### config.mk
export PLATFORM = sky130hd
export DESIGN_NAME = fp_minmax_unit
export DESIGN_NICKNAME = d
export VERILOG_FILES = /design/src/rtl/fp_minmax_unit.sv
export SDC_FILE = /design/constraint.sdc
export NUM_CORES = 1
export LEC_CHECK = 0
export BUFFER_PORTS_ARGS = -buffer_cell sky130_fd_sc_hd__buf_2
export CORE_MARGIN = 2
export CORE_UTILIZATION = 30
export CTS_BUF_LIST = sky130_fd_sc_hd__clkbuf_16
export DETAILED_ROUTE_END_ITERATION = 8
export PLACE_DENSITY = 0.56
export SETUP_SLACK_MARGIN = 0.4
export SYNTH_ARGS = -nofsm -noshare
export SYNTH_HDL_FRONTEND = slang
export SYNTH_SLANG_ARGS = --single-unit
### constraint.sdc
create_clock -name clk -period 5.8 [get_ports clk]
set_input_delay 1.16 -clock clk [delete_from_list [all_inputs] [get_ports clk]]
set_output_delay 1.16 -clock clk [all_outputs]
set_load 0.02 [all_outputs]
### src/rtl/fp_minmax_unit.sv
module fp_minmax_unit #(
  parameter int EXP_W  = 8,
  parameter int FRAC_W = 23
) (
  input  logic                      clk,
  input  logic                      rst_n,
  input  logic                      op_max,
  input  logic [1:0]                nan_mode,
  input  logic [EXP_W+FRAC_W:0]     a,
  input  logic [EXP_W+FRAC_W:0]     b,
  output logic [EXP_W+FRAC_W:0]     result,
  output logic                      invalid
);
  localparam int W = EXP_W + FRAC_W + 1;
  localparam logic [W-1:0] QNAN = {1'b0, {EXP_W{1'b1}}, 1'b1, {(FRAC_W-1){1'b0}}};

  logic a_nan, b_nan, a_snan, b_snan, both_zero, equal, a_less;
  logic [W-2:0] a_mag, b_mag;
  logic [W-1:0] ordered, nxt;

  assign a_mag  = a[W-2:0];
  assign b_mag  = b[W-2:0];
  assign a_nan  = (&a[W-2:FRAC_W]) && (a[FRAC_W-1:0] != '0);
  assign b_nan  = (&b[W-2:FRAC_W]) && (b[FRAC_W-1:0] != '0);
  assign a_snan = a_nan && !a[FRAC_W-1];
  assign b_snan = b_nan && !b[FRAC_W-1];

  assign both_zero = (a_mag == '0) && (b_mag == '0);
  assign equal     = both_zero || (a == b);

  always_comb begin
    if (a[W-1] != b[W-1]) a_less = a[W-1];
    else if (a[W-1])      a_less = a_mag > b_mag;
    else                  a_less = a_mag < b_mag;
  end

  always_comb begin
    if (equal)       ordered = op_max ? (a & b) : (a | b);
    else if (op_max) ordered = a_less ? b : a;
    else             ordered = a_less ? a : b;
  end

  always_comb begin
    nxt = ordered;
    if (a_nan || b_nan) begin
      if (a_nan && b_nan)                            nxt = QNAN;
      else if (nan_mode == 2'b01)                    nxt = QNAN;
      else if (nan_mode != 2'b10 && (a_snan || b_snan)) nxt = QNAN;
      else                                           nxt = a_nan ? b : a;
    end
  end

  always_ff @(posedge clk) begin
    if (!rst_n) begin
      result  <= '0;
      invalid <= 1'b0;
    end else begin
      result  <= nxt;
      invalid <= a_snan || b_snan;
    end
  end
endmodule


# ---- After elaboration in Yosys (flattened, before gate mapping)
# Index checks and enable logic that the tools add are counted.
dict set report op_classes {
  bitwise 2
  magnitude_cmp 2
  n_eq_ne 4
  muxes 12
  reduce_logical 18
}
# op count
set op_table {}
lappend op_table {{2-to-1 mux 32 bit} 10}
lappend op_table {{zero test 31 bit} 2}
lappend op_table {{nonzero test 23 bit} 2}
lappend op_table {{bitwise AND 32 bit} 1}
lappend op_table {{equality test 32 bit} 1}
lappend op_table {{OR 32 bit} 1}
lappend op_table {{> comparator 31 bit} 1}
lappend op_table {{< comparator 31 bit} 1}
lappend op_table {{AND reduction 8 bit} 2}
lappend op_table {{logical AND 1 bit} 7}
lappend op_table {{logical OR 1 bit} 3}
lappend op_table {{equality test 2 x 1 -> 1 bit (second input constant)} 1}
lappend op_table {{zero test 1 bit} 2}
lappend op_table {{2-to-1 mux 1 bit} 2}
lappend op_table {{inequality test 2 bit (second input constant)} 1}
lappend op_table {{inequality test 1 bit} 1}
dict set report word_totals {
  word_cells 40
  inputBits 69
  regBits 33
  out_inout_bits 33
}

# ---- Longest topological paths before layout
dict set report depth {
  word_depth 9
  ltp_mapped 11
  depth_no_buf 10
}

# ---- Least setup slack after synthesis
# No wires, ideal clock.
dict set report synth_timing {
  path_type {input to register}
  start {input a[29]}
  end {register result[16]}
  n_path_buf 1
  t_required_ns 5.678
  setup_time_ns 0.122
  path_slack_ns 2.173
  path_stages 11
  t_arrival_ns 3.506
  path_cell_list {inv_1 -> ha_1 -> or4_4 -> nand4b_1 -> nand3b_1 -> o21a_2 -> nor3b_2 -> nand2_1 -> mux2i_2 -> buf_6 -> a221o_1}
}
dict set report synth_via {
  elab_chain_cells 9
  elab_cells_between_ends 24
  cone_classes {order compare: 2; eq/ne: 1; mux: 11; reduce/logical: 10}
}
# item line_no
set synth_lines {}
lappend synth_lines {{from (decl)} 9} ;# input logic [EXP_W+FRAC_W:0] a,
lappend synth_lines {{branches (longest 8 deep; another with < comparator 31 bit)} --}
lappend synth_lines {{2-to-1 mux 32 bit (*)} 45} ;# if (a_nan || b_nan) begin
lappend synth_lines {{to (signal assigned)} 58} ;# result <= nxt;
lappend synth_lines {{to (decl)} 11} ;# output logic [EXP_W+FRAC_W:0] result,
# Every way passes the cells marked *.
# A chain may end at the register's enable or synchronous reset.

# ---- Worst setup path in the final report
dict set report layout_timing {
  start {input a[29]}
  end {register result[20]}
}
# Same word-level chain as after synthesis.

==> out/metrics.yaml <==
grt_pass1_wl_mm: 20.5
max_cap_viol_count: 0
hpwl_mm: 9.76
crit_chain: "buf_2 > inv_1 > ha_1 > or4_4 > nand4b_1 > nand3b_1 > o21a_2 > nor2_4 > nand2_1 > o221ai_1 > a221o_1"
num_vias: 4094
initial_core_util: 0.306
synthesis.nets: 665
min_path_type: "in -> reg"
rsz0062_at_grt: "no"
layout_common_cells: "buf_2, ha_1, inv_1, a21oi_1, nor2_1"
yosys_most_used_dff: "dfxtp_1"
antenna_found_initial: 0
max-vdd-ir-drop_uv: 102
cts_buffer_depth: 2
hold_buffers: 0
cp_slowest_cell: "nand2_1"
rows: 42
gp_congestion: 0.831
hold_viol: 0
netlist_instances: 501
boundaryPins: 102
worst_slew_pin_slew_ns: 1.10
fp.dieH_um: 120
viasPerCell: 5.31
die_x_um: 120
crit_family: "simple AND/OR/NAND/NOR gates"
power_density_nw_per_um2: 167
fin_util: 0.367
yosys_warnings: 0
critPathMaxStageDelay_ns: 0.62
cts_resized: 0
crit_buf_inv: 2
mostFrequentLayoutCell: "buf_2"
arrival_ns: 4.52
grt.overflow.total: 0
fin_setup_tns_ns: 0
cts_buffers: 5
cellLeakagePower_nw: 2.46
synth_area_per_cell_sq_um: 8.10
wl_per_cell_um: 17.1
critPathMaxFanout: 22
syn2layout_area_growth_pct: 19.9
netlist_area_sq_um: 4060
ant_nets: 0
fin_crit_ns: 4.29
cp.required_ns: 6.02
status: "complete, no violations"
place_inst: 764
finalPower_mw: 0.810
path_clk_slew_ns: 0.06
crit_type: "in -> reg"
post_cts_buffers: 0
start_kind: "primary input"
yosys.cell_types.count: 54
yosysSeqAreaShare: 0.163
cts_tree: "yes"
grt_use_total: 0.179
core_area_sq_um: 13200
drive_above_1_share: 0.218
relSlewSlack: 0.269
htreeDepth: 2
grt_pass1_vias: 4004
fin_cells: 771
drtPass1Iterations: 5
port_buffers: 101
drt_iter0_drc: 190
grt_max_degree: 44
setup-violations-final: 0
end_kind: "flop"
ys_ff_latch: 33
finalCritPeriodShare: 0.740
cts.sinks: 33
layout.nets: 759
cts.root.buffer_cell: "clkbuf_16"
routed_wl_mm: 13.2
design.die.area_sq_um: 14500
max_freq_mhz: 233
drcViolationCount: 0
diodes: 0
synth-edff-count: 0
async_flop_share: 0
finalMaxSlewViolations: 0
cells by family after synthesis:
kind of cell / Yosys count / share of synthesized area
compound gates: 139 / 0.261
fa+ha+maj: 95 / 0.293
simple gates: 135 / 0.174
flops: 33 / 0.163
buf+inv: 93 / 0.0922
xor+xnor: 1 / 0.00216
mux: 5 / 0.0151
final cells by class:
cell class                 count  area (sq um)
clock inverter                 2          7.51
clock buffer                   5           125
multi-input combinational    375          3030
sequential                    33           661
tap                          176           220
fill                        1417          8380
timing repair buffer         106           543
inverter                      74           278
power by group:
part / internal (mW) / total (mW) / switching [mW]
sequential: 0.251 / 0.259 / 0.00791
combinational: 0.109 / 0.288 / 0.178
clock: 0.154 / 0.263 / 0.109
routing by layer:
layer | vias to the layer above | part of all wire | track usage
met3 | 12 | 0.061 | 0.0288
li1 | 1992 | - | -
met2 | 141 | 0.48 | 0.313
met1 | 1949 | 0.44 | 0.227
met5 | - | 0 | 0
met4 | 0 | 0.014 | 0.0509
state kept, by name, indices dropped and copies added (netlist names):
name	flops
invalid	1
result	32
worst paths after layout:
path	to	slack (ns)	cells past startpoint	start
worst max-delay path	result[20]	1.51	11	a[29]
worst min-delay path	result[0]	1.16	2	a[0]
cell usage after synthesis (2+ instances only):
master | count | area share
nor2b_1 | 6 | 0.0093
nand3b_1 | 2 | 0.0037
nor2_1 | 46 | 0.043
o221ai_1 | 23 | 0.050
o221a_1 | 9 | 0.025
buf_2 | 2 | 0.0025
o21ai_1 | 2 | 0.0025
a221oi_1 | 2 | 0.0043
nor3_1 | 3 | 0.0037
a221o_1 | 22 | 0.054
buf_6 | 3 | 0.0083
dfxtp_1 | 33 | 0.16
a21oi_1 | 46 | 0.057
nand4_1 | 7 | 0.011
mux2i_2 | 3 | 0.010
inv_1 | 74 | 0.068
nand2_1 | 30 | 0.028
mux2i_1 | 2 | 0.0049
nor4_1 | 20 | 0.031
ha_1 | 95 | 0.29
o21a_1 | 10 | 0.019
nand2b_1 | 4 | 0.0062
clkbuf_1 | 13 | 0.012
nor3b_1 | 3 | 0.0056
or4_1 | 2 | 0.0037
o22a_1 | 2 | 0.0043
o21ai_0 | 10 | 0.012
through the flow:
step	worst slack (ns)	area [sq um]	hold slack [ns]
global placement	1.33	4730	1.45
finish	1.51	4860	1.16
floorplan	2.17	4060	1.30
CTS	1.50	4860	1.16
detailed placement	1.22	4730	1.46
global route	1.26	4860	1.16
(Power assumes the default switching activity.)
